===== config.mk =====
export PLATFORM = sky130hd
export DESIGN_NAME = rxfill_engine
export DESIGN_NICKNAME = d
export VERILOG_FILES = /design/src/rtl/rxfill_pkg.sv /design/src/rtl/rxfill_dpath.sv /design/src/rtl/rxfill_ctrl.sv /design/src/rtl/rxfill_engine.sv
export SDC_FILE = /design/constraint.sdc
export NUM_CORES = 1
export LEC_CHECK = 0
export CORE_UTILIZATION = 53
export CTS_CLUSTER_SIZE = 16
export DETAILED_ROUTE_END_ITERATION = 7
export GPL_ROUTABILITY_DRIVEN = 0
export HOLD_SLACK_MARGIN = 0.03
export PLACE_DENSITY = 0.81
export SYNTH_ARGS = -nofsm -noshare
export SYNTH_HDL_FRONTEND = slang
export SYNTH_SLANG_ARGS = --single-unit

===== constraint.sdc =====
create_clock -name clk -period 7.33 [get_ports clk]
set_input_delay 2.199 -clock clk [delete_from_list [all_inputs] [get_ports clk]]
set_output_delay 2.199 -clock clk [all_outputs]
set_load 0.03 [all_outputs]

===== src/rtl/rxfill_pkg.sv =====
package rxfill_pkg;

  localparam int BIT_EMPTY = 31;
  localparam int BIT_WRAP  = 29;
  localparam int BIT_LAST  = 27;
  localparam int BIT_LONG  = 21;
  localparam int BIT_TRUNC = 16;
  localparam logic [31:0] CRC_POLY = 32'hEDB88320;

  typedef struct packed {
    logic frameStart;
    logic rdWord0;
    logic rdWord1;
    logic capWord0;
    logic capWord1;
    logic wrPad;
    logic accPay;
    logic wrCrc;
    logic closeDesc;
    logic closeLast;
    logic advance;
  } ctrlStrobes_t;

  typedef struct packed {
    logic bufFull;
    logic padPending;
    logic crcLastByte;
    logic rdEmpty;
  } dpStatus_t;

  function automatic logic [31:0] crcStep(input logic [31:0] crcIn, input logic [7:0] dataIn);
    logic [31:0] c;
    c = crcIn;
    for (int i = 0; i < 8; i++) begin
      if (c[0] ^ dataIn[i]) c = (c >> 1) ^ CRC_POLY;
      else                  c = c >> 1;
    end
    return c;
  endfunction

endpackage


===== src/rtl/rxfill_dpath.sv =====
module rxfill_dpath
  import rxfill_pkg::*;
#(
  parameter int AW = 12,
  parameter int LW = 16
) (
  input  logic          clk,
  input  logic          rstN,
  input  logic [AW-1:0] ringBase,
  input  logic [LW-1:0] maxBufLen,
  input  logic [LW-1:0] truncLimit,
  input  logic [LW-1:0] lenLimit,
  input  logic          shift16En,
  input  logic [7:0]    frmData,
  input  ctrlStrobes_t  ctl,
  output dpStatus_t     sts,
  output logic          memEn,
  output logic          memWe,
  output logic [AW-1:0] memAddr,
  output logic [3:0]    memBe,
  output logic [31:0]   memWdata,
  input  logic [31:0]   memRdata
);

  localparam logic [AW-1:0] DESC_STEP = AW'(8);
  localparam logic [AW-1:0] WORD_STEP = AW'(4);

  logic [AW-1:0] ringAligned;
  logic [AW-1:0] ptr;
  logic [AW-1:0] bufAddr;
  logic [LW-1:0] bufCnt;
  logic [LW-1:0] sizeCnt;
  logic [1:0]    padLeft;
  logic [1:0]    crcIdx;
  logic [31:0]   crcReg;
  logic          truncHit;
  logic          descWrap;

  logic          canStore;
  logic          longHit;
  logic          byteWr;
  logic [31:0]   crcShift;
  logic [7:0]    wrByte;
  logic [AW-1:0] byteAddr;
  logic          unusedBits;

  assign ringAligned = {ringBase[AW-1:3], 3'b000};
  assign canStore    = ({1'b0, sizeCnt} + (LW+1)'(5)) <= {1'b0, truncLimit};
  assign longHit     = ({1'b0, sizeCnt} + (LW+1)'(4)) > {1'b0, lenLimit};
  assign byteWr      = ctl.wrPad || ctl.wrCrc || (ctl.accPay && canStore);
  assign crcShift    = (~crcReg) << {crcIdx, 3'b000};
  assign byteAddr    = bufAddr + AW'(bufCnt);
  assign unusedBits  = ^{ringBase[2:0], memRdata[30], memRdata[28:AW]};

  always_comb begin
    if (ctl.wrCrc)      wrByte = crcShift[31:24];
    else if (ctl.wrPad) wrByte = 8'h00;
    else                wrByte = frmData;
  end

  always_ff @(posedge clk) begin
    if (!rstN) begin
      ptr      <= ringAligned;
      bufAddr  <= '0;
      bufCnt   <= '0;
      sizeCnt  <= '0;
      padLeft  <= '0;
      crcIdx   <= '0;
      crcReg   <= '1;
      truncHit <= 1'b0;
      descWrap <= 1'b0;
    end else begin
      if (ctl.frameStart) begin
        padLeft  <= shift16En ? 2'd2 : 2'd0;
        sizeCnt  <= '0;
        crcReg   <= '1;
        crcIdx   <= '0;
        truncHit <= 1'b0;
      end
      if (ctl.capWord0) descWrap <= memRdata[BIT_WRAP];
      if (ctl.capWord1) begin
        bufAddr <= memRdata[AW-1:0];
        bufCnt  <= '0;
      end
      if (ctl.wrPad) begin
        padLeft <= padLeft - 2'd1;
        bufCnt  <= bufCnt + 1'b1;
        sizeCnt <= sizeCnt + 1'b1;
      end
      if (ctl.accPay) begin
        crcReg <= crcStep(crcReg, frmData);
        if (canStore) begin
          bufCnt  <= bufCnt + 1'b1;
          sizeCnt <= sizeCnt + 1'b1;
        end else begin
          truncHit <= 1'b1;
        end
      end
      if (ctl.wrCrc) begin
        crcIdx <= crcIdx + 2'd1;
        bufCnt <= bufCnt + 1'b1;
      end
      if (ctl.advance) ptr <= descWrap ? ringAligned : ptr + DESC_STEP;
    end
  end

  always_comb begin
    memEn    = 1'b0;
    memWe    = 1'b0;
    memAddr  = '0;
    memBe    = '0;
    memWdata = '0;
    if (ctl.rdWord0) begin
      memEn   = 1'b1;
      memAddr = ptr;
    end else if (ctl.rdWord1) begin
      memEn   = 1'b1;
      memAddr = ptr + WORD_STEP;
    end else if (byteWr) begin
      memEn    = 1'b1;
      memWe    = 1'b1;
      memAddr  = byteAddr;
      memBe    = 4'b0001 << byteAddr[1:0];
      memWdata = {4{wrByte}};
    end else if (ctl.closeDesc) begin
      memEn    = 1'b1;
      memWe    = 1'b1;
      memAddr  = ptr;
      memBe    = 4'hF;
      memWdata = '0;
      memWdata[BIT_WRAP]  = descWrap;
      memWdata[BIT_LAST]  = ctl.closeLast;
      memWdata[BIT_LONG]  = ctl.closeLast && (longHit || truncHit);
      memWdata[BIT_TRUNC] = ctl.closeLast && truncHit;
      memWdata[15:0]      = 16'(bufCnt);
    end
  end

  assign sts.bufFull     = bufCnt >= maxBufLen;
  assign sts.padPending  = padLeft != 2'd0;
  assign sts.crcLastByte = crcIdx == 2'd3;
  assign sts.rdEmpty     = memRdata[BIT_EMPTY];

  // a buffer byte is only written below the buffer limit
  a_r5_fill_within_buffer: assert property (@(posedge clk) disable iff (!rstN)
    byteWr |-> (bufCnt < maxBufLen));

  // a pointer step always lands on an 8-byte boundary
  a_r7_ptr_aligned: assert property (@(posedge clk) disable iff (!rstN)
    ctl.advance |=> (ptr[2:0] == 3'b000));

endmodule


===== src/rtl/rxfill_ctrl.sv =====
module rxfill_ctrl
  import rxfill_pkg::*;
(
  input  logic         clk,
  input  logic         rstN,
  input  logic         rxKick,
  input  logic         frmValid,
  input  logic         frmLast,
  output logic         frmReady,
  input  dpStatus_t    sts,
  output ctrlStrobes_t ctl,
  output logic         rxActive,
  output logic         evtRxFrame,
  output logic         evtRxBuf,
  output logic         evtOverrun
);

  typedef enum logic [3:0] {
    S_IDLE, S_DROP, S_RDA, S_RDB, S_RDC, S_FILL, S_LAST, S_CHK, S_CHKW
  } state_t;

  state_t state, nextState;
  logic   descOk;
  logic   payDone;

  always_comb begin
    nextState  = state;
    ctl        = '0;
    frmReady   = 1'b0;
    evtRxFrame = 1'b0;
    evtRxBuf   = 1'b0;
    evtOverrun = 1'b0;
    unique case (state)
      S_IDLE: begin
        if (rxKick) begin
          nextState = S_CHK;
        end else if (frmValid) begin
          if (rxActive) begin
            ctl.frameStart = 1'b1;
            nextState      = S_RDA;
          end else begin
            nextState = S_DROP;
          end
        end
      end
      S_DROP: begin
        frmReady = 1'b1;
        if (frmValid && frmLast) nextState = S_IDLE;
      end
      S_RDA: begin
        ctl.rdWord0 = 1'b1;
        nextState   = S_RDB;
      end
      S_RDB: begin
        ctl.rdWord1  = 1'b1;
        ctl.capWord0 = 1'b1;
        nextState    = S_RDC;
      end
      S_RDC: begin
        ctl.capWord1 = 1'b1;
        if (descOk) begin
          nextState = S_FILL;
        end else begin
          evtOverrun = 1'b1;
          nextState  = payDone ? S_IDLE : S_DROP;
        end
      end
      S_FILL: begin
        if (sts.bufFull) begin
          ctl.closeDesc = 1'b1;
          ctl.advance   = 1'b1;
          evtRxBuf      = 1'b1;
          nextState     = S_RDA;
        end else if (sts.padPending) begin
          ctl.wrPad = 1'b1;
        end else if (!payDone) begin
          frmReady   = 1'b1;
          ctl.accPay = frmValid;
        end else begin
          ctl.wrCrc = 1'b1;
          if (sts.crcLastByte) nextState = S_LAST;
        end
      end
      S_LAST: begin
        ctl.closeDesc = 1'b1;
        ctl.closeLast = 1'b1;
        ctl.advance   = 1'b1;
        evtRxFrame    = 1'b1;
        nextState     = S_CHK;
      end
      S_CHK: begin
        ctl.rdWord0 = 1'b1;
        nextState   = S_CHKW;
      end
      S_CHKW: nextState = S_IDLE;
      default: nextState = S_IDLE;
    endcase
  end

  always_ff @(posedge clk) begin
    if (!rstN) begin
      state    <= S_IDLE;
      rxActive <= 1'b0;
      descOk   <= 1'b0;
      payDone  <= 1'b0;
    end else begin
      state <= nextState;
      if (state == S_RDB) descOk <= sts.rdEmpty;
      if (ctl.frameStart) payDone <= 1'b0;
      if (ctl.accPay && frmLast) payDone <= 1'b1;
      if (state == S_CHKW) rxActive <= sts.rdEmpty;
      if (evtOverrun) rxActive <= 1'b0;
    end
  end

  // an overrun leaves receive inactive
  a_r12_overrun_deactivates: assert property (@(posedge clk) disable iff (!rstN)
    evtOverrun |=> !rxActive);

  // a completed frame is followed by the descriptor re-check, not another close
  a_r6_frame_event_single: assert property (@(posedge clk) disable iff (!rstN)
    evtRxFrame |=> (!evtRxFrame && !evtRxBuf));

endmodule


===== src/rtl/rxfill_engine.sv =====
module rxfill_engine
  import rxfill_pkg::*;
#(
  parameter int AW = 12,
  parameter int LW = 16
) (
  input  logic          clk,
  input  logic          rstN,
  input  logic [AW-1:0] ringBase,
  input  logic [LW-1:0] maxBufLen,
  input  logic [LW-1:0] truncLimit,
  input  logic [LW-1:0] lenLimit,
  input  logic          shift16En,
  input  logic          rxKick,
  input  logic          frmValid,
  input  logic [7:0]    frmData,
  input  logic          frmLast,
  output logic          frmReady,
  output logic          memEn,
  output logic          memWe,
  output logic [AW-1:0] memAddr,
  output logic [3:0]    memBe,
  output logic [31:0]   memWdata,
  input  logic [31:0]   memRdata,
  output logic          rxActive,
  output logic          evtRxFrame,
  output logic          evtRxBuf,
  output logic          evtOverrun
);

  ctrlStrobes_t ctl;
  dpStatus_t    sts;

  rxfill_ctrl uCtrl (
    .clk        (clk),
    .rstN       (rstN),
    .rxKick     (rxKick),
    .frmValid   (frmValid),
    .frmLast    (frmLast),
    .frmReady   (frmReady),
    .sts        (sts),
    .ctl        (ctl),
    .rxActive   (rxActive),
    .evtRxFrame (evtRxFrame),
    .evtRxBuf   (evtRxBuf),
    .evtOverrun (evtOverrun)
  );

  rxfill_dpath #(.AW(AW), .LW(LW)) uDpath (
    .clk        (clk),
    .rstN       (rstN),
    .ringBase   (ringBase),
    .maxBufLen  (maxBufLen),
    .truncLimit (truncLimit),
    .lenLimit   (lenLimit),
    .shift16En  (shift16En),
    .frmData    (frmData),
    .ctl        (ctl),
    .sts        (sts),
    .memEn      (memEn),
    .memWe      (memWe),
    .memAddr    (memAddr),
    .memBe      (memBe),
    .memWdata   (memWdata),
    .memRdata   (memRdata)
  );

  // the final write-back carries the last flag and clears empty
  a_r6_frame_close_last: assert property (@(posedge clk) disable iff (!rstN)
    evtRxFrame |-> (memWe && memWdata[BIT_LAST] && !memWdata[BIT_EMPTY]));

  // an intermediate write-back never carries the last flag
  a_r6_buf_close_not_last: assert property (@(posedge clk) disable iff (!rstN)
    evtRxBuf |-> (memWe && !memWdata[BIT_LAST] && !memWdata[BIT_EMPTY]));

  // while inactive, accepting bytes causes no memory traffic
  a_r3_inactive_no_mem: assert property (@(posedge clk) disable iff (!rstN)
    (!rxActive && frmReady) |-> !memEn);

endmodule


==> summary.txt <==
Outcome
  – Run status: finished clean

Critical path
  – Setup slack on the worst flop-to-flop path: about 2.8 ns
  – Maximum fanout encountered on the critical timing path: 9
  – Endpoint arrival time on the critical path: 4.95 ns
  – Worst Setup End Kind: output port
  – Startpoint kind of the worst setup timing path: input pin
  – Slowest stage delay, CP: 0.55 ns
  – Startpoint of the most critical setup path: truncLimit[15]
  – Library cell contributing the largest single delay on the critical path: sky130_fd_sc_hd__or4_4
  – Type of the worst setup path: in2out
  – Launch point of the worst reg-to-reg path: uDpath.sizeCnt[1]$_SDFF_PN0_
  – Cell type with the highest occurrence count on the critical path: sky130_fd_sc_hd__o211ai_1
  – Data required time of the worst path: between 5 and 6 ns
  – FF-to-FF End: uDpath.sizeCnt[10]$_SDFF_PN0_
  – Cell chain of the critical path: clkdlybuf4s50_1 > inv_1 > ha_1 > nand4_1 > or4_4 > o211ai_1 > a2bb2oi_2 > buf_12 > a31o_4 > buf_6 > nand3_1 > o211ai_1 > buf_4
  – Depth of the worst register-to-register path: 14

Detailed routing
  – Iteration-0 DRC count of the detailed router: 603
  – Top sig layer: met4
  – Routed length on met2: between 10000 and 15000 um
  – Pre-Repair DR Iteration Count: 5
  – Remaining antenna violation count: 0
  – DRT met1 WL: about 10000 um
  – Detailed-route wire length per cell: 16.65 um
  – Post-Route WL: 23500 um
  – Via density: 5.831
  – Total number of vias: between 8000 and 9000
  – Detailed-route DRC error count: 0
  – Met3 layer wire length in the routed design: 1467 um

Timing
  – Number of max-slew violations in the final report: 0
  – Minimum period implied by the final worst setup slack: 7.150 ns
  – Total negative setup slack: 0 ns
  – Slew Limit Headroom: 0.3727
  – Worst Clk Skew: 0.01096 ns
  – Worst hold slack: 0.4627 ns
  – Count of endpoints failing setup in the final report: 0
  – RSZ-0062 raised after global routing: false
  – Tcrit/Tclk final: 0.9754
  – Maximum operating frequency: 139.9 MHz
  – Final hold vios: 0
  – Transition time at the pin with the least slew margin: about 0.93 ns

Global routing
  – Number of antenna violations at the first check in global routing: 0
  – Overflow left after global routing: 0
  – Pin count of the biggest net entering global routing: 65
  – Number of global-route vias before repair: roughly 7700
  – Global-route wire length before repair: ~38000 um
  – Overall routing resource usage: 0.2911

Layout
  – Net count of the finished layout: 1369
  – Layout Cells excl Fill: 1411
  – Fraction of layout cells with a size suffix above 1: 0.1108
  – Register Area: 2112 um2
  – Total of fill cells in the finished design: 1328
  – Multi-input gate area: 5736 um2
  – Antenna cell count: 0
  – Final core utilization: 0.6663
  – Synth-to-layout area growth: 21.84%

Clocking
  – Clock tree from TritonCTS: done
  – Total clock buffers created by CTS: 9
  – Hold-fix buffers, CTS: 0
  – Insertion delay to the later sink of the worst-skew pair: 0.35 ns
  – Clock-pin slew reported for the worst setup and hold paths after clock tree synthesis: about 0.070 ns
  – Clock sink total: 101
  – Maximum count of clock buffers along a single path: 2
  – Number of H-tree branching levels: 3
  – Clock root cell: sky130_fd_sc_hd__clkbuf_16

Synth
  – Post-synthesis sequential element count: 101
  – Synthesized netlist cell count: 1082
  – Number of nets produced by synthesis: 1256
  – Fraction of registers with async set or reset after synthesis: 0
  – Share of the yosys chip area belonging to registers: 0.2522
  – Synth warnings: 0
  – Number of enable flip-flop cells after synthesis: 9
  – Syn Area/Cell: 7.741 um2
  – Distinct cells, synth: 74
  – Cell area after synthesis: between 8000 and 9000 um2
  – Dominant register cell in the synthesized netlist: sky130_fd_sc_hd__dfxtp_1

Place
  – Detailed placer's ending HPWL: 17550 um
  – Number of placed instances with taps included: 1395
  – Quantity of I/O buffers inserted on ports: around 140

Job
  – Maximum capacitance violations: 0

Pwr
  – Share of power burned in the clock network: 0.329
  – Internal power: 0.001036 W
  – P_sw: ~0.00048 W
  – Static Leak: 4.380 nW
  – Switching share of power: 0.3160
  – Portion of total power attributed to sequential cells: 0.397
  – Max VDD drop: 0.1309 mV
  – Share of total power in combinational logic: 0.274
  – Power density cells: 148.5 nW/um2

Die
  – I/O pin count: 161
  – Die Area: 16310 um2
  – Total core area: 15310 um2
  – Vert. Die Dim: 127.7 um
  – Initial Utilization: 0.5469
  – Floorplan row count: 45
  – Die X: around 130 um

Hold path
  – Worst Hold Depth: 2
  – Beginning of the worst hold path: uDpath.bufAddr[0]$_SDFFE_PN0P_
  – Hold-critical path endpoint: uDpath.bufAddr[0]$_SDFFE_PN0P_
  – Kind of path behind the tightest hold check: reg2reg
[sequential cells by signal (all words and copies together), names as in the netlist]
signal / count
uDpath.padLeft: 2
uDpath.sizeCnt: 16
uDpath.descWrap: 1
uDpath.bufCnt: 16
uCtrl.state: 4
uDpath.bufAddr: 12
uDpath.crcIdx: 2
uDpath.ptr: 12
uCtrl.payDone: 1
uCtrl.descOk: 1
uDpath.truncHit: 1
uCtrl.rxActive: 1
uDpath.crcReg: 32
[worst max-delay path by stage]
stage	endpoint	slack, ns	cells past startpoint
finish	memAddr[4]	0.18	13
global route	memAddr[4]	0.003	13
floorplan	memBe[2]	0.24	11
detailed placement	memBe[2]	0.09	12
global placement	memWdata[17]	0.07	11
CTS	memBe[2]	0.06	12
[synthesized netlist by cell type, types with 10 or more instances]
library cell	n	area (um2)
sky130_fd_sc_hd__o21ai_0	60	300.3
sky130_fd_sc_hd__nand2_1	110	412.9
sky130_fd_sc_hd__xnor2_1	89	779.5
sky130_fd_sc_hd__o211ai_1	13	97.59
sky130_fd_sc_hd__a21oi_1	66	330.3
sky130_fd_sc_hd__buf_2	12	60.06
sky130_fd_sc_hd__nand2b_1	16	100.1
sky130_fd_sc_hd__xor2_1	33	289.0
sky130_fd_sc_hd__dfxtp_1	92	1842
sky130_fd_sc_hd__a21o_1	23	172.7
sky130_fd_sc_hd__o221ai_1	10	87.58
sky130_fd_sc_hd__nand3_1	50	250.2
sky130_fd_sc_hd__nand4_1	22	137.6
sky130_fd_sc_hd__inv_1	70	262.8
sky130_fd_sc_hd__nor2_1	89	334.1
sky130_fd_sc_hd__nor3_1	46	230.2
sky130_fd_sc_hd__clkbuf_1	37	138.9
sky130_fd_sc_hd__ha_1	67	838.3
[metrics by stage]
step	total power [W]	setup slack [ns]	cell area, um2
finish	0.001515	0.1802	10200
global route	0.001581	0.002801	10200
CTS	0.001515	0.05900	10160
detailed placement	0.001021	0.09167	9849
global placement	0.001015	0.07360	9849
floorplan	0.0008833	0.2406	8376
[power by group through the flow]
| stage | clock network (W) | registers, W | logic, W |
|---|---|---|---|
| after floorplan | 0 | 0.000601 | 0.000283 |
| after global placement | 0 | 0.000612 | 0.000403 |
| after detailed placement | 0 | 0.000613 | 0.000409 |
| after CTS | 0.000504 | 0.000600 | 0.000411 |
| after global routing | 0.000525 | 0.000604 | 0.000452 |
| final | 0.000498 | 0.000601 | 0.000416 |
[per-layer routing]
metal | vias to the layer above | global-route usage
met4 | 0 | 0.08235
met2 | 278 | 0.4931
met3 | 35 | 0.04633
li1 | 4026 | -
met1 | 3888 | 0.3836
met5 | - | 0
[cell usage in the layout, fill, tap and decap left out, types with 6 or more instances in the layout]
cell / synthesis / layout
sky130_fd_sc_hd__nand2_1: 110 / 110
sky130_fd_sc_hd__dfxtp_1: 92 / 92
sky130_fd_sc_hd__xnor2_1: 89 / 89
sky130_fd_sc_hd__nor2_1: 89 / 89
sky130_fd_sc_hd__clkdlybuf4s50_1: 0 / 87
sky130_fd_sc_hd__buf_4: 9 / 75
sky130_fd_sc_hd__inv_1: 70 / 70
sky130_fd_sc_hd__ha_1: 67 / 67
sky130_fd_sc_hd__a21oi_1: 66 / 64
sky130_fd_sc_hd__o21ai_0: 60 / 59
sky130_fd_sc_hd__nand3_1: 50 / 50
sky130_fd_sc_hd__nor3_1: 46 / 46
sky130_fd_sc_hd__xor2_1: 33 / 33
sky130_fd_sc_hd__a21o_1: 23 / 23
sky130_fd_sc_hd__nand4_1: 22 / 22
sky130_fd_sc_hd__nand2b_1: 16 / 16
sky130_fd_sc_hd__o211ai_1: 13 / 13
sky130_fd_sc_hd__o221ai_1: 10 / 10
sky130_fd_sc_hd__clkbuf_16: 0 / 10
sky130_fd_sc_hd__and3_1: 9 / 9
sky130_fd_sc_hd__edfxtp_1: 9 / 9
sky130_fd_sc_hd__or3_1: 8 / 8
sky130_fd_sc_hd__o22ai_1: 8 / 8
sky130_fd_sc_hd__a211oi_1: 9 / 8
sky130_fd_sc_hd__mux2i_1: 8 / 8
sky130_fd_sc_hd__mux4_2: 8 / 8
sky130_fd_sc_hd__o31ai_1: 7 / 7
sky130_fd_sc_hd__o21a_1: 6 / 6
sky130_fd_sc_hd__or2_2: 6 / 6
sky130_fd_sc_hd__and2_1: 6 / 6
sky130_fd_sc_hd__nor4_1: 6 / 6
[worst max-delay path: cells and delay by family]
family | cells | cell delay (ns)
AO/OA/AOI/OAI | 4 | 0.70
adder cells (fa/ha/maj) | 1 | 0.30
buffers and inverters | 5 | 0.98
AND/OR/NAND/NOR | 3 | 0.77
[cell type report]
cell class	count	share of cell area
multi-input combinational	844	0.5620
timing repair buffer	167	0.1480
tap	211	0.02587
clock buffer	12	0.02722
clock inverter	4	0.003433
inverter	72	0.02648
sequential	101	0.2070
[cells by family (layout without fill, tap and decap cells)]
| group | Yosys count | count (layout) | synth area share |
|---|---|---|---|
| simple gates | 393 | 393 | 0.2266 |
| compound gates | 242 | 242 | 0.1867 |
| buf+inv | 137 | 255 | 0.06812 |
| xor+xnor | 124 | 124 | 0.1315 |
| flops | 101 | 101 | 0.2522 |
| fa+ha+maj | 68 | 68 | 0.1025 |
| mux | 17 | 17 | 0.03242 |
[what timing repair did]
action	4_1_cts	5_1_grt
gates resized for setup	0	10
setup buffers	0	0
endpoints found under the setup margin	0	30
(Power assumes the default switching activity.)
